`config.mk`:
```
export PLATFORM = sky130hd
export DESIGN_NAME = mesi_line_ctrl
export DESIGN_NICKNAME = d
export VERILOG_FILES = /design/src/rtl/mesi_ctrl_pkg.sv /design/src/rtl/mesi_local_fsm.sv /design/src/rtl/mesi_snoop_fsm.sv /design/src/rtl/mesi_state_array.sv /design/src/rtl/mesi_line_ctrl.sv
export SDC_FILE = /design/constraint.sdc
export NUM_CORES = 1
export LEC_CHECK = 0
export BUFFER_PORTS_ARGS = -buffer_cell sky130_fd_sc_hd__buf_2
export CAP_MARGIN = 10
export CORE_ASPECT_RATIO = 1.1
export CORE_UTILIZATION = 54
export CTS_CLUSTER_DIAMETER = 120
export DETAILED_ROUTE_END_ITERATION = 6
export PLACE_DENSITY_LB_ADDON = 0.2
export REMOVE_ABC_BUFFERS = 1
export SYNTH_ARGS = -nofsm -noshare
export SYNTH_HDL_FRONTEND = slang
export SYNTH_SLANG_ARGS = --single-unit
```
`constraint.sdc`:
```
create_clock -name clk -period 3.9 [get_ports clk]
set_input_delay 0.78 -clock clk [delete_from_list [all_inputs] [get_ports clk]]
set_output_delay 0.78 -clock clk [all_outputs]
set_load 0.01 [all_outputs]
```
`src/rtl/mesi_ctrl_pkg.sv`:
```
`timescale 1ns/1ps
package mesi_ctrl_pkg;
  typedef enum logic [1:0] {ST_I = 2'b00, ST_S = 2'b01, ST_E = 2'b10, ST_M = 2'b11} line_st_t;
  typedef enum logic [1:0] {LOC_RD = 2'b00, LOC_WR = 2'b01, LOC_EV = 2'b10, LOC_NOP = 2'b11} loc_op_t;
  typedef enum logic [1:0] {BUS_RD = 2'b00, BUS_WR = 2'b01, BUS_UPG = 2'b10, BUS_NOP = 2'b11} bus_op_t;

  // decoded action for a local request
  typedef struct packed {
    logic     upd;
    line_st_t nxt;
    logic     bus_vld;
    bus_op_t  bus_op;
    logic     wb;
  } loc_act_t;

  // decoded action for a snooped command
  typedef struct packed {
    logic     upd;
    line_st_t nxt;
    logic     shr;
    logic     dty;
    logic     err;
  } snp_act_t;
endpackage

```
`src/rtl/mesi_local_fsm.sv`:
```
`timescale 1ns/1ps
module mesi_local_fsm
  import mesi_ctrl_pkg::*;
(
  input  logic     clk,
  input  logic     rst_n,
  input  logic     req_vld,
  input  loc_op_t  op,
  input  line_st_t cur,
  input  logic     shared_in,
  output loc_act_t act
);
  always_comb begin
    act     = '0;
    act.nxt = cur;
    if (req_vld) begin
      case (op)
        LOC_RD: begin
          if (cur == ST_I) begin
            act.upd     = 1'b1;
            act.bus_vld = 1'b1;
            act.bus_op  = BUS_RD;
            act.nxt     = shared_in ? ST_S : ST_E;
          end
        end
        LOC_WR: begin
          if (cur != ST_M) begin
            act.upd = 1'b1;
            act.nxt = ST_M;
          end
          if (cur == ST_I) begin
            act.bus_vld = 1'b1;
            act.bus_op  = BUS_WR;
          end else if (cur == ST_S) begin
            act.bus_vld = 1'b1;
            act.bus_op  = BUS_UPG;
          end
        end
        LOC_EV: begin
          if (cur != ST_I) begin
            act.upd = 1'b1;
            act.nxt = ST_I;
            act.wb  = (cur == ST_M);
          end
        end
        default: ;
      endcase
    end
  end

  // writeback data can only come from a dirty line
  assert_wb_dirty_R5: assert property (@(posedge clk) disable iff (!rst_n)
    act.wb |-> (cur == ST_M && op == LOC_EV));

  // a bus request always leaves the line in a valid state
  assert_bus_fill_R2: assert property (@(posedge clk) disable iff (!rst_n)
    act.bus_vld |-> (act.upd && act.nxt != ST_I && cur inside {ST_I, ST_S}));
endmodule

```
`src/rtl/mesi_snoop_fsm.sv`:
```
`timescale 1ns/1ps
module mesi_snoop_fsm
  import mesi_ctrl_pkg::*;
(
  input  logic     clk,
  input  logic     rst_n,
  input  logic     snp_vld,
  input  bus_op_t  op,
  input  line_st_t cur,
  output snp_act_t act
);
  always_comb begin
    act     = '0;
    act.nxt = cur;
    if (snp_vld && cur != ST_I) begin
      case (op)
        BUS_RD: begin
          act.upd = (cur != ST_S);
          act.nxt = ST_S;
          act.shr = (cur != ST_M);
          act.dty = (cur == ST_M);
        end
        BUS_WR: begin
          act.upd = 1'b1;
          act.nxt = ST_I;
          act.dty = (cur == ST_M);
        end
        BUS_UPG: begin
          if (cur == ST_S) begin
            act.upd = 1'b1;
            act.nxt = ST_I;
          end else begin
            act.err = 1'b1;
          end
        end
        default: ;
      endcase
    end
  end

  // a dirty response needs a Modified line
  assert_dirty_src_R7: assert property (@(posedge clk) disable iff (!rst_n)
    act.dty |-> (cur == ST_M && !act.shr));

  // an Invalid line never answers
  assert_inv_quiet_R9: assert property (@(posedge clk) disable iff (!rst_n)
    (cur == ST_I) |-> !(act.shr || act.dty || act.err || act.upd));
endmodule

```
`src/rtl/mesi_state_array.sv`:
```
`timescale 1ns/1ps
module mesi_state_array
  import mesi_ctrl_pkg::*;
#(
  parameter int NUM_LINES = 4,
  parameter int IDX_W     = 2
) (
  input  logic             clk,
  input  logic             rst_n,
  input  logic             a_we,
  input  logic [IDX_W-1:0] a_idx,
  input  line_st_t         a_st,
  input  logic             b_we,
  input  logic [IDX_W-1:0] b_idx,
  input  line_st_t         b_st,
  output line_st_t         st_q [NUM_LINES]
);
  for (genvar g = 0; g < NUM_LINES; g++) begin : g_line
    line_st_t d;
    logic     en;

    always_comb begin
      en = 1'b0;
      d  = st_q[g];
      if (a_we && a_idx == IDX_W'(g)) begin
        en = 1'b1;
        d  = a_st;
      end else if (b_we && b_idx == IDX_W'(g)) begin
        en = 1'b1;
        d  = b_st;
      end
    end

    always_ff @(posedge clk or negedge rst_n) begin
      if (!rst_n)  st_q[g] <= ST_I;
      else if (en) st_q[g] <= d;
    end
  end

  // the two write ports never name the same line together
  assert_port_excl_R10: assert property (@(posedge clk) disable iff (!rst_n)
    !(a_we && b_we && a_idx == b_idx));
endmodule

```
`src/rtl/mesi_line_ctrl.sv`:
```
`timescale 1ns/1ps
module mesi_line_ctrl
  import mesi_ctrl_pkg::*;
#(
  parameter  int NUM_LINES = 4,
  localparam int IDX_W     = (NUM_LINES > 1) ? $clog2(NUM_LINES) : 1
) (
  input  logic             clk,
  input  logic             rst_n,
  input  logic             loc_vld,
  input  logic [1:0]       loc_op,
  input  logic [IDX_W-1:0] loc_idx,
  output logic             loc_ready,
  input  logic             shared_in,
  output logic             bus_req_vld,
  output logic [1:0]       bus_req_op,
  output logic [IDX_W-1:0] bus_req_idx,
  output logic             evict_wb,
  output logic [IDX_W-1:0] evict_wb_idx,
  input  logic             snp_vld,
  input  logic [1:0]       snp_op,
  input  logic [IDX_W-1:0] snp_idx,
  output logic             snp_shared,
  output logic             snp_dirty,
  output logic             proto_err,
  input  logic [IDX_W-1:0] look_idx,
  output logic [1:0]       look_state
);
  // reset: asserted at once, released after two clock edges
  logic [1:0] rst_pipe;
  logic       rst_int_n;

  always_ff @(posedge clk or negedge rst_n) begin
    if (!rst_n) rst_pipe <= 2'b00;
    else        rst_pipe <= {rst_pipe[0], 1'b1};
  end
  assign rst_int_n = rst_pipe[1];

  line_st_t st_arr [NUM_LINES];
  line_st_t cur_loc, cur_snp;
  logic     collide, loc_go, snp_go;
  loc_act_t la;
  snp_act_t sa;

  assign collide   = loc_vld && snp_vld && (loc_idx == snp_idx);
  assign loc_ready = !collide;
  assign loc_go    = rst_int_n && loc_vld && !collide;
  assign snp_go    = rst_int_n && snp_vld;
  assign cur_loc   = st_arr[loc_idx];
  assign cur_snp   = st_arr[snp_idx];

  mesi_local_fsm u_loc (
    .clk       (clk),
    .rst_n     (rst_int_n),
    .req_vld   (loc_go),
    .op        (loc_op_t'(loc_op)),
    .cur       (cur_loc),
    .shared_in (shared_in),
    .act       (la)
  );

  mesi_snoop_fsm u_snp (
    .clk     (clk),
    .rst_n   (rst_int_n),
    .snp_vld (snp_go),
    .op      (bus_op_t'(snp_op)),
    .cur     (cur_snp),
    .act     (sa)
  );

  mesi_state_array #(.NUM_LINES(NUM_LINES), .IDX_W(IDX_W)) u_arr (
    .clk   (clk),
    .rst_n (rst_int_n),
    .a_we  (sa.upd),
    .a_idx (snp_idx),
    .a_st  (sa.nxt),
    .b_we  (la.upd),
    .b_idx (loc_idx),
    .b_st  (la.nxt),
    .st_q  (st_arr)
  );

  assign bus_req_vld  = la.bus_vld;
  assign bus_req_op   = la.bus_op;
  assign bus_req_idx  = loc_idx;
  assign evict_wb     = la.wb;
  assign evict_wb_idx = loc_idx;
  assign snp_shared   = sa.shr;
  assign snp_dirty    = sa.dty;
  assign proto_err    = sa.err;
  assign look_state   = st_arr[look_idx];

  // an accepted local write always leaves the line Modified
  assert_wr_to_mod_R3: assert property (@(posedge clk) disable iff (!rst_int_n)
    (loc_vld && loc_ready && loc_op == 2'b01) |=> (st_arr[$past(loc_idx)] == ST_M));

  // a read miss fills as E or S according to the sampled shared line
  assert_fill_state_R2: assert property (@(posedge clk) disable iff (!rst_int_n)
    (loc_vld && loc_ready && loc_op == 2'b00 && st_arr[loc_idx] == ST_I)
      |=> (st_arr[$past(loc_idx)] == ($past(shared_in) ? ST_S : ST_E)));

  // a refused local request produces no local action
  assert_collide_quiet_R10: assert property (@(posedge clk) disable iff (!rst_int_n)
    !loc_ready |-> !(bus_req_vld || evict_wb));

  // the error flag is tied to a snooped upgrade
  assert_err_upg_R8: assert property (@(posedge clk) disable iff (!rst_int_n)
    proto_err |-> (snp_vld && snp_op == 2'b10 && $stable(st_arr[snp_idx])) or
                  (snp_vld && snp_op == 2'b10));
endmodule

```
* After elaboration in Yosys (flattened, before gate mapping)
Index checks and enable logic that the tools add are counted.
** Storage, ports and cells
- Register bits after elaboration :: 10
- Bits of input ports :: 15
- Output and inout bits :: 14
- Logic and storage cells :: 103
** Cells by class
- Order comparisons :: 3
- Eq/ne operators :: 18
- Mux-type cells :: 43
- Bitwise operators :: 3
- Reduce and logical (&&, ||, !) cells :: 31
** Operator list (count)
- $mux W2 :: 15
- $pmux W3 S3 :: 2
- $eq A2 B2 Y1 const B :: 8
- $mux W3 :: 5
- $logic_and A1 B1 Y1 :: 14
- $mux W1 :: 14
- $bmux W2 S2 :: 3
- $eq A2 B1 Y1 const B :: 6
- $mux W6 :: 2
- $reduce_bool A2 Y1 :: 6
- $logic_not A2 Y1 :: 5
- $ge A3 B3 Y1 const B :: 3
- $not A2 Y3 :: 3
- $reduce_and A2 Y1 :: 4
- $mux W7 :: 1
- $pmux W3 S2 :: 1
- $ne A2 B2 Y1 const B :: 2
- $eq A2 B2 Y1 :: 1
- $ne A2 B1 Y1 const B :: 1
- $reduce_or A2 Y1 :: 1
- $logic_not A1 Y1 :: 1

* Depth between registers and ports, before layout
- Word-level depth :: 13
- Depth in mapped cells :: 8
- Mapped depth without buffers :: 6

* Hierarchy
From an unflattened synthesis, not the netlist that was laid out.
** Unflattened totals
- Cells, all modules :: 94
- Area, all modules :: 932.1 sq um
** Modules (own cells, without submodules)
- mesi_state_array :: instances 1, cells an instance 40, area an instance 414.1 sq um, seq. area each 200.2 sq um
- mesi_line_ctrl :: instances 1, cells an instance 19, area an instance 276.5 sq um, seq. area each 50.0 sq um
- mesi_local_fsm :: instances 1, cells an instance 21, area an instance 126.4 sq um, seq. area each 0.0 sq um
- mesi_snoop_fsm :: instances 1, cells an instance 14, area an instance 115.1 sq um, seq. area each 0.0 sq um

* Least setup slack after synthesis
No wires, ideal clock.
- Kind :: input-to-output
- From :: in loc_idx[1]
- To :: out bus_req_op[0]
- Arrival time :: 2186 ps
- Required time :: 3120 ps
- Setup slack :: 934 ps
- Stages on the path :: 7
- Path buffers :: 2
- Cells stage by stage :: clkbuf_1 > xnor2_1 > a41o_1 > clkbuf_1 > nor3_1 > nand2_1 > nor2_1
** On the way
- Cells in the longest elaborated chain, start to end :: 8
- Elaborated cells between the ends (all ways) :: 12
- Those cells by class :: eq/ne: 1; mux: 6; bitwise: 1; reduce/logical: 4
** RTL lines
- start: declaration :: RTL line mesi_line_ctrl.sv:12 : input logic [IDX_W-1:0] loc_idx,
- $not A2 Y3 (not written as such) :: RTL line mesi_line_ctrl.sv:49 : assign cur_loc = st_arr[loc_idx];
- $bmux W2 S2 :: RTL line mesi_line_ctrl.sv:49
- $mux W2 (not written as such) (2 in series) :: RTL line mesi_line_ctrl.sv:49
- $logic_not A2 Y1 :: RTL line mesi_local_fsm.sv:31 : if (cur == ST_I) begin
- $mux W3 :: RTL line mesi_local_fsm.sv:31
- $pmux W3 S2 :: RTL line mesi_local_fsm.sv:17 : case (op)
- $mux W7 (*) :: RTL line mesi_local_fsm.sv:16 : if (req_vld) begin
- end: declaration :: RTL line mesi_line_ctrl.sv:16 : output logic [1:0] bus_req_op,
Every way passes the cells marked *; elsewhere a longest branch is shown, timed or not. The select of a mux whose other input is x is not followed.

* Final worst setup path
- From :: in loc_idx[0]
- To :: out bus_req_op[1]
** On the way
- Cells in the longest elaborated chain, start to end :: 9
- Elaborated cells between the ends (all ways) :: 14
- Those cells by class :: eq/ne: 2; mux: 7; bitwise: 1; reduce/logical: 4
** RTL lines
- $not A2 Y3 (not written as such) :: RTL line mesi_line_ctrl.sv:49
- $bmux W2 S2 :: RTL line mesi_line_ctrl.sv:49
- $mux W2 (not written as such) (2 in series) :: RTL line mesi_line_ctrl.sv:49
- $eq A2 B1 Y1 :: RTL line mesi_local_fsm.sv:34 : end else if (cur == ST_S) begin
- $mux W3 :: RTL line mesi_local_fsm.sv:34
- $mux W3 :: RTL line mesi_local_fsm.sv:31
- $pmux W3 S2 :: RTL line mesi_local_fsm.sv:17
- $mux W7 (*) :: RTL line mesi_local_fsm.sv:16
Marks and branches as above.

==> results.py <==
metrics = {
    "outcome": {
        "outcome": "complete, no violations",
    },
    "floorplanning": {
        "die_w_um": 41.5,
        "initial_core_util_pct": 58.0,
        "die_area_um2": 1880,
        "rows": 15,
        "chipHeight_um": 45.4,
        "core_area_um2": 1600,
        "io_pins": 29,
    },
    "synth": {
        "synthArstFlopShare_pct": 100,
        "synth_edf_count": 0,
        "netlist_area_um2": 926,
        "postSynthCellCount": 90,
        "synth_area_leaders": "dfrtp_1 (27%), mux4_2 (15%), mux2i_1 (13%), nor4b_4 (5.1%), buf_4 (3.2%)",
        "yosys.area.top_type": "dfrtp_1",
        "yosysWarnings": 0,
        "synth_top_cell_area_share_pct": 27.0,
        "seq_area_frac_synth_pct": 27.0,
        "syn_avg_cell_area_um2": 10.3,
        "yosysUniqueCellTypes": 34,
        "synth_ff_type": "dfrtp_1",
        "synth_seq_cells": 10,
    },
    "power_and_ir_drop": {
        "peakVddDrop_mv": 0.247,
        "power_density_nw_per_um2": 319,
        "power.leakage_nw": 0.464,
    },
    "cells_and_area": {
        "antenna_cells": 0,
        "fillers": 138,
        "drive_above_1_share_pct": 38.9,
        "nets": 129,
        "regArea_um2": 250,
        "synthToLayoutAreaGrowth_pct": 15.1,
        "multi_input_area_um2": 607,
    },
    "grt": {
        "antenna_found_initial": 0,
        "track_usage_pct": 22.1,
        "grt_pass1_wl_um": 3040,
        "grt_overflow_total": 0,
        "grt_max_degree": 11,
        "first_global_vias": 715,
    },
    "cts": {
        "postCtsSetupBuffers": 0,
        "cts_root_buf": "clkbuf_4",
        "cts_sinks": 10,
        "cts_tree": "yes",
        "clock_latency_ps": 260,
        "ctsResizeCount": 0,
        "cts_hold_buf": 0,
        "cts_buffers": 3,
        "clock_path_buffers": 2,
        "clkSlewWorstSetupHoldPaths_ps": 60,
        "htreeDepth": 1,
    },
    "sta": {
        "max_freq_mhz": 342,
        "hold_viol_final": 0,
        "period_needed_ps": 2920,
        "finalSetupViolCount": 0,
        "fin_setup_tns_ps": 0,
        "layout_worst_path_cycle_share_pct": 74.9,
        "finClkSkew_ps": 2.25,
        "finalMaxSlewViolations": 0,
        "fin_ws_ps": 978,
        "rsz0062_at_grt": "no",
    },
    "worst_setup_path": {
        "arrival_ps": 2140,
        "worst_path_max_delay_cell": "mux4_2",
        "required_ps": 3120,
        "cp_cell_sequence": "buf_2 -> mux4_2 -> nor3_1 -> and3_1 -> buf_2",
        "startpoint_type": "primary input",
        "worstPathMaxFanout": 9,
        "cpPeakStageDelay_ps": 610,
        "crit_type": "primary input to primary output",
        "end_kind": "primary output",
        "cp_common_cell": "buf_2",
        "rr_worst_depth": 6,
    },
    "detailed_routing": {
        "drt_wl_total_um": 1850,
        "post_drt_wl_per_cell_um": 14.2,
        "vias": 794,
        "first_iter_violations": 8,
        "drcViolationCount": 0,
        "first_pass_iters": 4,
        "avgViaCountPerCell": 6.11,
        "ant_nets": 0,
    },
    "placement": {
        "place_ws_ps": 971,
        "gp_congestion": 0.842,
        "dp.final_hpwl_um": 1530,
        "portBuffers": 28,
    },
    "run": {
        "max_cap_violations": 0,
    },
    "hold_path": {
        "min_path_type": "register to asynchronous set/reset pin",
    },
}
==> path summary, 6_finish.rpt <==
kind | start | to | slack, ps
max reg2reg | u_arr.st_q[1] | u_arr.st_q[6] | 1700
min | rst_pipe[1] | u_arr.st_q[5] | 160
min in group clk | rst_pipe[0] | rst_pipe[1] | 350
max in group asynchronous | rst_pipe[1] | u_arr.st_q[0] | 3460
min reg2reg | rst_pipe[1] | u_arr.st_q[5] | 160
max | loc_idx[0] | bus_req_op[1] | 980
==> Yosys cell counts, types with 2 or more instances <==
cell type	instances
buf_4	4
o21a_1	2
mux2i_1	12
mux4_2	6
a2bb2oi_1	2
inv_1	3
nor2_1	5
and3b_1	2
nor4_1	2
nand2_1	6
nor4b_4	2
a21oi_1	2
clkbuf_1	3
nand2b_1	3
xnor2_1	3
o21ai_0	2
nor3_1	4
o22ai_1	2
dfrtp_1	10
==> metrics by stage <==
stage / utilization [%] / power [mW] / area, um2 / hold WS (ps) / std cells
floorplan: - / 0.211 / 868 / 112 / 81
global placement: 64.5 / 0.249 / 1030 / 167 / 126
detailed placement: 64.5 / 0.253 / 1030 / 162 / 126
CTS: 66.8 / 0.344 / 1070 / 169 / 130
global route: 66.8 / 0.360 / 1070 / 209 / 130
finish: 66.8 / 0.340 / 1070 / 159 / 130
==> area by class of cell <==
type | count | area share, %
inverters | 3 | 1.06
multi-input cells | 68 | 56.9
repair buffers | 28 | 13.1
well taps | 17 | 2.00
clock buffers | 4 | 3.40
flip-flops and latches | 10 | 23.5
==> layer usage <==
layer / vias up / track usage [%] / wire, um
met1: 383 / 26.6 / 760
li1: 378 / - / -
met5: - / 0 / 0
met4: 0 / 16.8 / 75
met2: 25 / 37.2 / 948
met3: 8 / 2.38 / 62
==> critical path, delay by kind of cell <==
kind          cells  cell delay, ps
simple gates      2             420
mux               1             610
buf+inv           2             330
==> cell families after synthesis <==
kind of cell | count (synthesis) | synth area share, %
xor+xnor | 3 | 2.84
buf+inv | 12 | 7.43
other cells | 1 | 0.405
flops | 10 | 27.0
compound gates | 13 | 9.73
mux | 19 | 29.1
simple gates | 32 | 23.5
==> state kept, by name, summed over array words and instances, names as in the netlist <==
register,count
u_arr.st_q,8
rst_pipe,2
==> report_power, final <==
group / switching (mW) / internal (mW) / total (mW)
registers: 0.0158 / 0.118 / 0.133
logic: 0.0615 / 0.0561 / 0.118
clock network: 0.0323 / 0.0565 / 0.0889
total: 0.110 / 0.230 / 0.340
==> cells in the final DEF, fill, tap and decap left out, types with 3 or more instances in the layout <==
master	count
buf_2	28
mux2i_1	12
dfrtp_1	10
mux4_2	6
nand2_1	6
nor2_1	5
nor3_1	4
xnor2_1	3
inv_1	3
nand2b_1	3
clkbuf_4	3
Note: power is estimated with default switching activity, not from simulation.
